### src/rtl/i2c_dac_pkg.sv
package i2c_dac_pkg;

    localparam int ADDR_W  = 7;
    localparam int BYTE_W  = 8;
    localparam int WORD_W  = 2 * BYTE_W;
    localparam int CNT_W   = $clog2(BYTE_W) + 1;
    localparam int LIVE_HI = 6;

    localparam logic [ADDR_W-1:0] BCAST_ADDR = 7'b1001000;

    localparam logic [1:0] STRAP_LOW  = 2'b00;
    localparam logic [1:0] STRAP_HIGH = 2'b10;

    typedef enum logic [2:0] {
        ST_IDLE,
        ST_ADDR,
        ST_AACK,
        ST_WDATA,
        ST_WACK,
        ST_RDATA,
        ST_RACK,
        ST_SKIP
    } link_state_t;

    typedef struct packed {
        link_state_t        state;
        logic [CNT_W-1:0]   cnt;
        logic [BYTE_W-1:0]  sh;
        logic               rw;
        logic               low;
        logic               rdack;
        logic [BYTE_W-1:0]  upper;
        logic [WORD_W-1:0]  regv;
        logic               upd;
        logic               oe;
    } link_regs_t;

endpackage

### src/rtl/i2c_line_sync.sv
module i2c_line_sync #(
    parameter int STAGES = 2
) (
    input  logic clk,
    input  logic rst_n,
    input  logic scl_raw,
    input  logic sda_raw,
    output logic scl_s,
    output logic sda_s,
    output logic scl_rise,
    output logic scl_fall,
    output logic start_det,
    output logic stop_det
);

    typedef struct packed {
        logic [STAGES-1:0] scl_pipe;
        logic [STAGES-1:0] sda_pipe;
        logic              scl_prev;
        logic              sda_prev;
    } sync_regs_t;

    sync_regs_t sync_d, sync_q;

    always_comb begin
        sync_d          = sync_q;
        sync_d.scl_pipe = {sync_q.scl_pipe[STAGES-2:0], scl_raw};
        sync_d.sda_pipe = {sync_q.sda_pipe[STAGES-2:0], sda_raw};
        sync_d.scl_prev = sync_q.scl_pipe[STAGES-1];
        sync_d.sda_prev = sync_q.sda_pipe[STAGES-1];
    end

    always_ff @(posedge clk or negedge rst_n) begin
        if (!rst_n) begin
            sync_q <= '1;
        end else begin
            sync_q <= sync_d;
        end
    end

    assign scl_s     = sync_q.scl_pipe[STAGES-1];
    assign sda_s     = sync_q.sda_pipe[STAGES-1];
    assign scl_rise  = scl_s & ~sync_q.scl_prev;
    assign scl_fall  = ~scl_s & sync_q.scl_prev;
    assign start_det = scl_s & sync_q.scl_prev & sync_q.sda_prev & ~sda_s;
    assign stop_det  = scl_s & sync_q.scl_prev & ~sync_q.sda_prev & sda_s;

endmodule

### src/rtl/i2c_addr_select.sv
module i2c_addr_select
    import i2c_dac_pkg::*;
(
    input  logic              clk,
    input  logic              rst_n,
    input  logic [1:0]        strap_hi,
    input  logic [1:0]        strap_lo,
    input  logic              lock_req,
    output logic [ADDR_W-1:0] own_addr,
    output logic              locked
);

    typedef struct packed {
        logic              lock;
        logic [ADDR_W-1:0] addr;
    } sel_regs_t;

    sel_regs_t sel_d, sel_q;
    logic [4:0] pre_bits;
    logic [1:0] suf_bits;
    logic [ADDR_W-1:0] strap_addr;

    always_comb begin
        unique case (strap_hi)
            STRAP_LOW:  pre_bits = 5'b00010;
            STRAP_HIGH: pre_bits = 5'b10011;
            default:    pre_bits = 5'b00011;
        endcase
        unique case (strap_lo)
            STRAP_LOW:  suf_bits = 2'b01;
            STRAP_HIGH: suf_bits = 2'b10;
            default:    suf_bits = 2'b00;
        endcase
        strap_addr = {pre_bits, suf_bits};

        sel_d = sel_q;
        if (!sel_q.lock && lock_req) begin
            sel_d.lock = 1'b1;
            sel_d.addr = strap_addr;
        end
    end

    always_ff @(posedge clk or negedge rst_n) begin
        if (!rst_n) begin
            sel_q <= '0;
        end else begin
            sel_q <= sel_d;
        end
    end

    assign own_addr = sel_q.lock ? sel_q.addr : strap_addr;
    assign locked   = sel_q.lock;

    // once frozen, the address stays frozen and unchanged
    a_r6_lock_sticky: assert property (@(posedge clk) disable iff (!rst_n)
        $past(sel_q.lock) |-> sel_q.lock);
    a_r6_addr_frozen: assert property (@(posedge clk) disable iff (!rst_n)
        (sel_q.lock && $past(sel_q.lock)) |-> $stable(own_addr));

endmodule

### src/rtl/i2c_dac_target.sv
module i2c_dac_target
    import i2c_dac_pkg::*;
#(
    parameter int SYNC_STAGES = 2
) (
    input  logic              clk,
    input  logic              rst_n,
    input  logic              scl_in,
    input  logic              sda_in,
    output logic              sda_pull,
    input  logic [1:0]        strap_hi,
    input  logic [1:0]        strap_lo,
    output logic [WORD_W-1:0] dac_word,
    output logic              dac_update
);

    logic scl_s, sda_s, scl_rise, scl_fall, start_det, stop_det;
    logic lock_req, locked;
    logic [ADDR_W-1:0] own_addr;
    logic own_hit, bc_hit;

    link_regs_t lk_d, lk_q;

    i2c_line_sync #(.STAGES(SYNC_STAGES)) i_sync (
        .clk       (clk),
        .rst_n     (rst_n),
        .scl_raw   (scl_in),
        .sda_raw   (sda_in),
        .scl_s     (scl_s),
        .sda_s     (sda_s),
        .scl_rise  (scl_rise),
        .scl_fall  (scl_fall),
        .start_det (start_det),
        .stop_det  (stop_det)
    );

    i2c_addr_select i_addr (
        .clk      (clk),
        .rst_n    (rst_n),
        .strap_hi (strap_hi),
        .strap_lo (strap_lo),
        .lock_req (lock_req),
        .own_addr (own_addr),
        .locked   (locked)
    );

    assign own_hit = (lk_q.sh[BYTE_W-1:1] == own_addr);
    assign bc_hit  = (lk_q.sh[BYTE_W-1:1] == BCAST_ADDR) && !lk_q.sh[0];

    always_comb begin
        lk_d     = lk_q;
        lk_d.upd = 1'b0;
        lock_req = 1'b0;
        if (stop_det) begin
            lk_d.state = ST_IDLE;
            lk_d.oe    = 1'b0;
        end else if (start_det) begin
            lk_d.state = ST_ADDR;
            lk_d.cnt   = '0;
            lk_d.oe    = 1'b0;
        end else begin
            unique case (lk_q.state)
                ST_ADDR: begin
                    if (scl_rise) begin
                        lk_d.sh  = {lk_q.sh[BYTE_W-2:0], sda_s};
                        lk_d.cnt = lk_q.cnt + 1'b1;
                    end else if (scl_fall && lk_q.cnt == CNT_W'(BYTE_W)) begin
                        lk_d.rw = lk_q.sh[0];
                        if (own_hit || bc_hit) begin
                            lk_d.oe    = 1'b1;
                            lk_d.state = ST_AACK;
                            lock_req   = own_hit;
                        end else begin
                            lk_d.state = ST_SKIP;
                        end
                    end
                end
                ST_AACK: begin
                    if (scl_fall) begin
                        lk_d.cnt = '0;
                        lk_d.low = 1'b0;
                        if (lk_q.rw) begin
                            lk_d.state = ST_RDATA;
                            lk_d.sh    = lk_q.regv[WORD_W-1:BYTE_W];
                            lk_d.oe    = ~lk_q.regv[WORD_W-1];
                        end else begin
                            lk_d.state = ST_WDATA;
                            lk_d.oe    = 1'b0;
                        end
                    end
                end
                ST_WDATA: begin
                    if (scl_rise) begin
                        lk_d.sh  = {lk_q.sh[BYTE_W-2:0], sda_s};
                        lk_d.cnt = lk_q.cnt + 1'b1;
                    end else if (scl_fall && lk_q.cnt == CNT_W'(BYTE_W)) begin
                        lk_d.oe    = 1'b1;
                        lk_d.state = ST_WACK;
                        if (!lk_q.low) begin
                            lk_d.upper = lk_q.sh;
                        end
                    end
                end
                ST_WACK: begin
                    if (scl_rise && lk_q.low) begin
                        lk_d.regv = {{(BYTE_W-LIVE_HI){1'b0}},
                                     lk_q.upper[LIVE_HI-1:0], lk_q.sh};
                        lk_d.upd  = 1'b1;
                    end else if (scl_fall) begin
                        lk_d.oe    = 1'b0;
                        lk_d.cnt   = '0;
                        lk_d.low   = ~lk_q.low;
                        lk_d.state = ST_WDATA;
                    end
                end
                ST_RDATA: begin
                    if (scl_rise) begin
                        lk_d.cnt = lk_q.cnt + 1'b1;
                    end else if (scl_fall) begin
                        if (lk_q.cnt == CNT_W'(BYTE_W)) begin
                            lk_d.oe    = 1'b0;
                            lk_d.state = ST_RACK;
                        end else begin
                            lk_d.sh = {lk_q.sh[BYTE_W-2:0], 1'b0};
                            lk_d.oe = ~lk_q.sh[BYTE_W-2];
                        end
                    end
                end
                ST_RACK: begin
                    if (scl_rise) begin
                        lk_d.rdack = ~sda_s;
                    end else if (scl_fall) begin
                        if (lk_q.rdack && !lk_q.low) begin
                            lk_d.state = ST_RDATA;
                            lk_d.low   = 1'b1;
                            lk_d.cnt   = '0;
                            lk_d.sh    = lk_q.regv[BYTE_W-1:0];
                            lk_d.oe    = ~lk_q.regv[BYTE_W-1];
                        end else begin
                            lk_d.state = ST_SKIP;
                        end
                    end
                end
                default: begin
                    lk_d.oe = 1'b0;
                end
            endcase
        end
    end

    always_ff @(posedge clk or negedge rst_n) begin
        if (!rst_n) begin
            lk_q       <= '0;
            lk_q.state <= ST_IDLE;
        end else begin
            lk_q <= lk_d;
        end
    end

    assign sda_pull   = lk_q.oe;
    assign dac_word   = lk_q.regv;
    assign dac_update = lk_q.upd;

    // the pull-down enable switches only while SCL is low
    a_r11_pull_scl_low: assert property (@(posedge clk) disable iff (!rst_n)
        (sda_pull != $past(sda_pull)) |-> !$past(scl_s));
    // the register only moves together with the update strobe
    a_r7_word_with_strobe: assert property (@(posedge clk) disable iff (!rst_n)
        (dac_word != $past(dac_word)) |-> dac_update);
    // the strobe lasts one cycle
    a_r7_strobe_single: assert property (@(posedge clk) disable iff (!rst_n)
        dac_update |=> !dac_update);
    // a stop always releases SDA
    a_r1_stop_releases: assert property (@(posedge clk) disable iff (!rst_n)
        stop_det |=> !sda_pull);
    // freezing happens only through an own-address match
    a_r6_lock_by_match: assert property (@(posedge clk) disable iff (!rst_n)
        $rose(locked) |-> $past(lock_req));

endmodule

### config.mk
export PLATFORM = sky130hd
export DESIGN_NAME = i2c_dac_target
export DESIGN_NICKNAME = d
export VERILOG_FILES = /design/src/rtl/i2c_dac_pkg.sv /design/src/rtl/i2c_line_sync.sv /design/src/rtl/i2c_addr_select.sv /design/src/rtl/i2c_dac_target.sv
export SDC_FILE = /design/constraint.sdc
export NUM_CORES = 1
export LEC_CHECK = 0
export CORE_ASPECT_RATIO = 0.75
export CORE_MARGIN = 2
export CORE_UTILIZATION = 53
export CTS_BUF_LIST = sky130_fd_sc_hd__clkbuf_4
export DETAILED_ROUTE_END_ITERATION = 10
export DONT_BUFFER_PORTS = 1
export PLACE_DENSITY = 0.68
export SYNTH_ARGS = -nofsm -noshare
export SYNTH_HDL_FRONTEND = slang
export SYNTH_SLANG_ARGS = --single-unit
### constraint.sdc
create_clock -name clk -period 3.89 [get_ports clk]
set_input_delay 0.1945 -clock clk [delete_from_list [all_inputs] [get_ports clk]]
set_output_delay 0.1945 -clock clk [all_outputs]
set_load 0.02 [all_outputs]
=== Yosys cells after proc, flatten, opt, wreduce, memory -nomap -nowiden ===
Cells that the tools add are included.

* Add/sub/neg operators: 1
* Equality and inequality tests: 43
* Mux-type cells: 63
* Bitwise operators: 17
* Reduce and logical (&&, ||, !) cells: 25

{| class="wikitable"
|+ Operators by type and width
! kind !! number
|-
| $ne 4x2->1 const B || 14
|-
| $mux 15 || 3
|-
| $pmux 7 s6 || 1
|-
| $mux 1 || 32
|-
| $mux 8 || 4
|-
| $pmux 8 s4 || 1
|-
| $mux 3 || 10
|-
| $mux 7 || 4
|-
| $reduce_and 13->1 || 2
|-
| $mux 12 || 2
|-
| $ne 3x2->1 const B || 7
|-
| $ne 2x2->1 const B || 10
|-
| $reduce_and 9->1 || 2
|-
| $reduce_and 12->1 || 1
|-
| $not 1->1 || 10
|-
| $pmux 5 s2 || 1
|-
| $eq 3x3->1 const B || 3
|-
| $reduce_and 4->1 || 2
|-
| $reduce_bool 8->1 || 1
|-
| $and 1x1->1 || 7
|-
| $eq 7x7->1 || 1
|-
| $eq 7x7->1 const B || 1
|-
| $reduce_bool 7->1 || 1
|-
| $eq 3x2->1 const B || 2
|-
| 19 further kinds || 27
|}

* Register bits: 56
* Input port bits: 8
* Output and inout port bits: 18
* Word-level logic and storage cells: 165

=== Longest topological paths before layout ===
* Depth after elaboration: 12
* Depth in mapped cells: 9
* Gate-level depth less buffers: 8

=== Modules after synthesis ===
From an unflattened synthesis, not the netlist that was laid out.

* Cell total of the unflattened synthesis: 311
* Area, all modules: 3040.4 um^2

{| class="wikitable"
|+ Modules (own cells, without submodules)
! module !! instances !! cells each !! area an instance (um^2) !! sequential area each (um^2)
|-
| i2c_dac_target || 1 || 269 || 2542.4 || 1001.0
|-
| i2c_addr_select || 1 || 32 || 307.8 || 125.1
|-
| i2c_line_sync || 1 || 10 || 190.2 || 157.7
|}

=== Worst setup path after synthesis ===
No wires, ideal clock.

* Path type: register to register
* Start point: reg i_addr.sel_q[3] in the netlist's numbering
* End point: reg i_addr.sel_q[0] in the netlist's numbering
* Setup time: 125 ps
* Data arrival time: 1790 ps
* Data required time: 3765 ps
* Slack: 1974 ps
* Cell stages (with the launch flop): 8
* Buffers on the path: 2
* Period minus slack after synthesis: 1916 ps
* Path through: dfrtp_1 > buf_4 > mux2i_1 > mux2i_1 > nand4_1 > or3_1 > buf_6 > mux2_4

* Cells in the longest elaborated chain, start to end: 10

{| class="wikitable"
|+ RTL lines
! element !! RTL line !! source
|-
| start: declaration || i2c_addr_select.sv:18 || <nowiki>sel_regs_t sel_d, sel_q;</nowiki>
|-
| start signal: assignment || i2c_addr_select.sv:47 || <nowiki>sel_q <= sel_d;</nowiki>
|-
| $mux 7 (*) || i2c_addr_select.sv:51 || <nowiki>assign own_addr = sel_q.lock ? sel_q.addr : strap_addr;</nowiki>
|-
| $eq 7x7->1 (*) || i2c_dac_target.sv:47 || <nowiki>assign own_hit = (lk_q.sh[BYTE_W-1:1] == own_addr);</nowiki>
|-
| $logic_or 1x1->1 || i2c_dac_target.sv:69 || <nowiki>if (own_hit || bc_hit) begin</nowiki>
|-
| $mux 1 (*) || i2c_dac_target.sv:69 ||
|-
| $mux 1 (*) || i2c_dac_target.sv:67 || <nowiki>end else if (scl_fall && lk_q.cnt == CNT_W'(BYTE_W)) begin</nowiki>
|-
| $mux 1 (*) || i2c_dac_target.sv:64 || <nowiki>if (scl_rise) begin</nowiki>
|-
| $mux 1 (*) || i2c_dac_target.sv:62 || <nowiki>unique case (lk_q.state)</nowiki>
|-
| $mux 1 (*) || i2c_dac_target.sv:57 || <nowiki>end else if (start_det) begin</nowiki>
|-
| $mux 1 (*) || i2c_dac_target.sv:54 || <nowiki>if (stop_det) begin</nowiki>
|-
| $logic_and 1x1->1 (*) || i2c_addr_select.sv:37 || <nowiki>if (!sel_q.lock && lock_req) begin</nowiki>
|}

Every way passes the cells marked *; elsewhere a longest branch is shown, timed or not.
A chain may end at the register's enable or synchronous reset.

=== Worst setup path in the final report ===
* Start point: reg lk_q[41] in the netlist's numbering
* End point: reg lk_q[35] in the netlist's numbering

* Cells in the longest elaborated chain, start to end: 4
* Elaborated cells on any way between the ends: 18
* Classes of those cells: 14 x eq/ne; 1 x mux; 3 x reduce/logical

{| class="wikitable"
|+ RTL lines
! element !! RTL line !! source
|-
| start: declaration || i2c_dac_target.sv:22 || <nowiki>link_regs_t lk_d, lk_q;</nowiki>
|-
| start signal: assignment || i2c_dac_target.sv:156 || <nowiki>lk_q <= lk_d;</nowiki>
|-
| $eq 3x2->1 or $eq 3x1->1 (tied branches) || i2c_dac_target.sv:62 ||
|-
| $reduce_or 2->1 (no line) || - ||
|-
| $ne 2x1->1 (no line) or $reduce_bool 4->1 (tied branches) || - ||
|-
| $reduce_and 12->1 (no line) || - ||
|}

Several ways; a longest one is shown, not always the timed one.

==> results.ini <==
[status]
status=complete, no violations

[grt]
grt_max_degree=52
grt_antenna_before_repair=0
gr-usage-all-layers_pct=20.5
grt_pass1_wl_um=9180
grt_pass1_vias=1896
overflow=0

[timing]
fin_ws_ns=1.16
period_minus_slack_ns=2.73
hold_viol=0
finalMaxSlewViolations=0
max_slew_margin_pct=42.6
final.setup.tns_ns=0
max_freq_ghz=0.366
finalSetupViolations=0
rsz0062_at_grt=false
tightestPinTransition_ns=0.860
period_share_pct=70.2
skew_ns=0.0104

[die]
die_h_um=66.9
die-area_mm2=0.00587
io_pins=26
start_util_pct=56.1
die_width_um=87.8
rows=22
core-area_mm2=0.00498

[synth]
postSynthAreaPerCell_um2=10.1
ys_top_cells_by_count=45 x dfrtp_1, 25 x nand2_1, 24 x a21oi_1, 24 x nor2_1, 23 x mux2_2
yosysSeqAreaShare_pct=45.9
syn_inst=278
synth_area_leaders=dfrtp_1 40%, mux2_2 9.3%, dfstp_2 5.6%, buf_4 5.1%, a21oi_1 4.3%
yosysTopAreaCell=dfrtp_1
ys_ff_latch=51
synth_ff_type=dfrtp_1
synth_area_mm2=0.00279
ys_warn_count=0
yosys.cell_types.count=51
synth_edf_count=0
synth_top_area_share_pct=40.3
yosysMostFrequentCell=dfrtp_1
async_flop_share_pct=100

[hold_path]
holdPathStages=2
hold_path_class=in2reg

[place]
gp_congestion=0.812
pre_cts_ws_ns=1.22
dp_hpwl_um=3690
portBuffers=0
dpl_cell_area_mm2=0.00270

[finish]
fillers=429
nets=274
antenna_cells=0
drive_above_1_share_pct=17.7
final_area_mm2=0.00285
syn2layout_area_growth_pct=1.88

[clock_network]
htreeDepth=2
cts-root-buf=clkbuf_4
post_cts_buffers=0
clock_tree.buffer_depth=2
cts_hold_buf=6
cts_buffers=5
post_cts_resized=0
insertion_delay_ns=0.39
clock_sinks=51
cts_tree=yes
clk_pin_slew_ns=0.17

[detailed_routing]
drc=0
wl_per_cell_um=16.1
drtIter0Drc=230
first_pass_iters=5
ant_nets=0
vias=1979
viasPerCell=5.87
drt-total-wl_um=5420

[power_and_ir_drop]
irDropWorstVdd_mv=0.289
power_density_mw_per_mm2=636
p_leak_nw=1.27

[setup_path]
crit_arrival_ns=3.06
crit_type=reg2reg
crit_required_ns=4.23
crit_fanout=29
cp-start-kind=flip-flop
cp-end-kind=flip-flop
r2r_cells=6

[flow_run]
maxCapViolCount=0

==> per-layer routing <==
| layer | GRT usage [%] | up-vias | wire length (um) | share of wire (%) |
|---|---|---|---|---|
| li1 | - | 949 | - | - |
| met1 | 29.4 | 965 | 2650 | 49 |
| met2 | 30.2 | 58 | 2400 | 44 |
| met3 | 6.69 | 7 | 322 | 5.9 |
| met4 | 4.62 | 0 | 52 | 0.96 |
| met5 | 0 | - | 0 | 0 |
==> layout make-up <==
| class | instances | area, um2 | area share, % |
|---|---|---|---|
| Clock buffer | 5 | 37.5 | 1.32 |
| Clock inverter | 3 | 27.5 | 0.967 |
| Inverter | 7 | 26.3 | 0.923 |
| Multi-Input combinational cell | 192 | 1300 | 45.5 |
| Sequential cell | 51 | 1280 | 45.1 |
| Tap cell | 72 | 90.1 | 3.16 |
| Timing Repair Buffer | 7 | 85.1 | 2.99 |
==> kinds of logic (layout without fill, tap and decap cells) <==
group	after synthesis	in the layout	share of synthesized area, %
mux	38	38	15.2
other cells	1	2	0.134
compound gates	67	67	14.9
fa+ha+maj	2	2	0.896
flops	51	51	45.9
buf+inv	36	22	7.79
simple gates	79	79	13.9
xor+xnor	4	4	1.25
==> critical path: stages, from the launching register on <==
cell      delay, ns
dfrtp_1        0.94
inv_1          0.29
nor2_1         0.23
mux2_2         0.38
a211oi_4       0.59
nor2_1         0.10
a21oi_1        0.14
==> path summary, 6_finish.rpt <==
check | endpoint | slack [ns] | startpoint
worst min register to register | i_sync.sda_s | 0.37 | i_sync.sync_d[3]
worst max register to register | lk_q[35] | 1.16 | lk_q[41]
min in group asynchronous | lk_q[42] | 0.30 | rst_n
worst max-delay path | lk_q[35] | 1.16 | lk_q[41]
max in group asynchronous | i_sync.sync_d[3] | 3.31 | rst_n
worst min-delay path | i_addr.sel_q[0] | 0.03 | strap_lo[0]
==> per-stage QoR <==
stage	utilization (%)	instances	power, mW	hold slack, ns
global route	57.1	337	1.95	0.0198
global placement	54.3	323	1.51	-0.0996
CTS	57.1	337	1.82	0.0277
finish	57.1	337	1.81	0.0302
detailed placement	54.3	323	1.53	-0.0995
floorplan	-	279	1.44	-0.101
==> report_power, final <==
part	total, mW	switching [mW]	internal (mW)
clock network	0.268	0.190	0.0775
logic	0.613	0.339	0.274
registers	0.931	0.278	0.653
==> cells in the final DEF (no fill, tap or decap), types with 3 or more instances in the layout <==
cell type	n
nand2_1	25
mux2_4	3
clkbuf_4	5
nand2b_1	3
inv_1	7
o31ai_1	3
mux2i_1	12
a21oi_1	24
dfstp_2	6
mux2_2	23
nand3_1	5
o21ai_0	12
dfrtp_1	45
xor2_1	3
o211ai_1	3
nor2b_1	5
a31oi_1	4
nor2_1	24
dlygate4sd3_1	5
o22ai_1	7
nor3_1	3
==> state kept, by name, summed over array words and instances (netlist names) <==
signal,cells
dac_update,1
dac_word,14
i_addr.sel_q,5
i_sync.scl_s,1
i_sync.sda_s,1
i_sync.sync_d,2
i_sync.sync_q,2
lk_q,24
sda_pull,1
(Power assumes the default switching activity.)
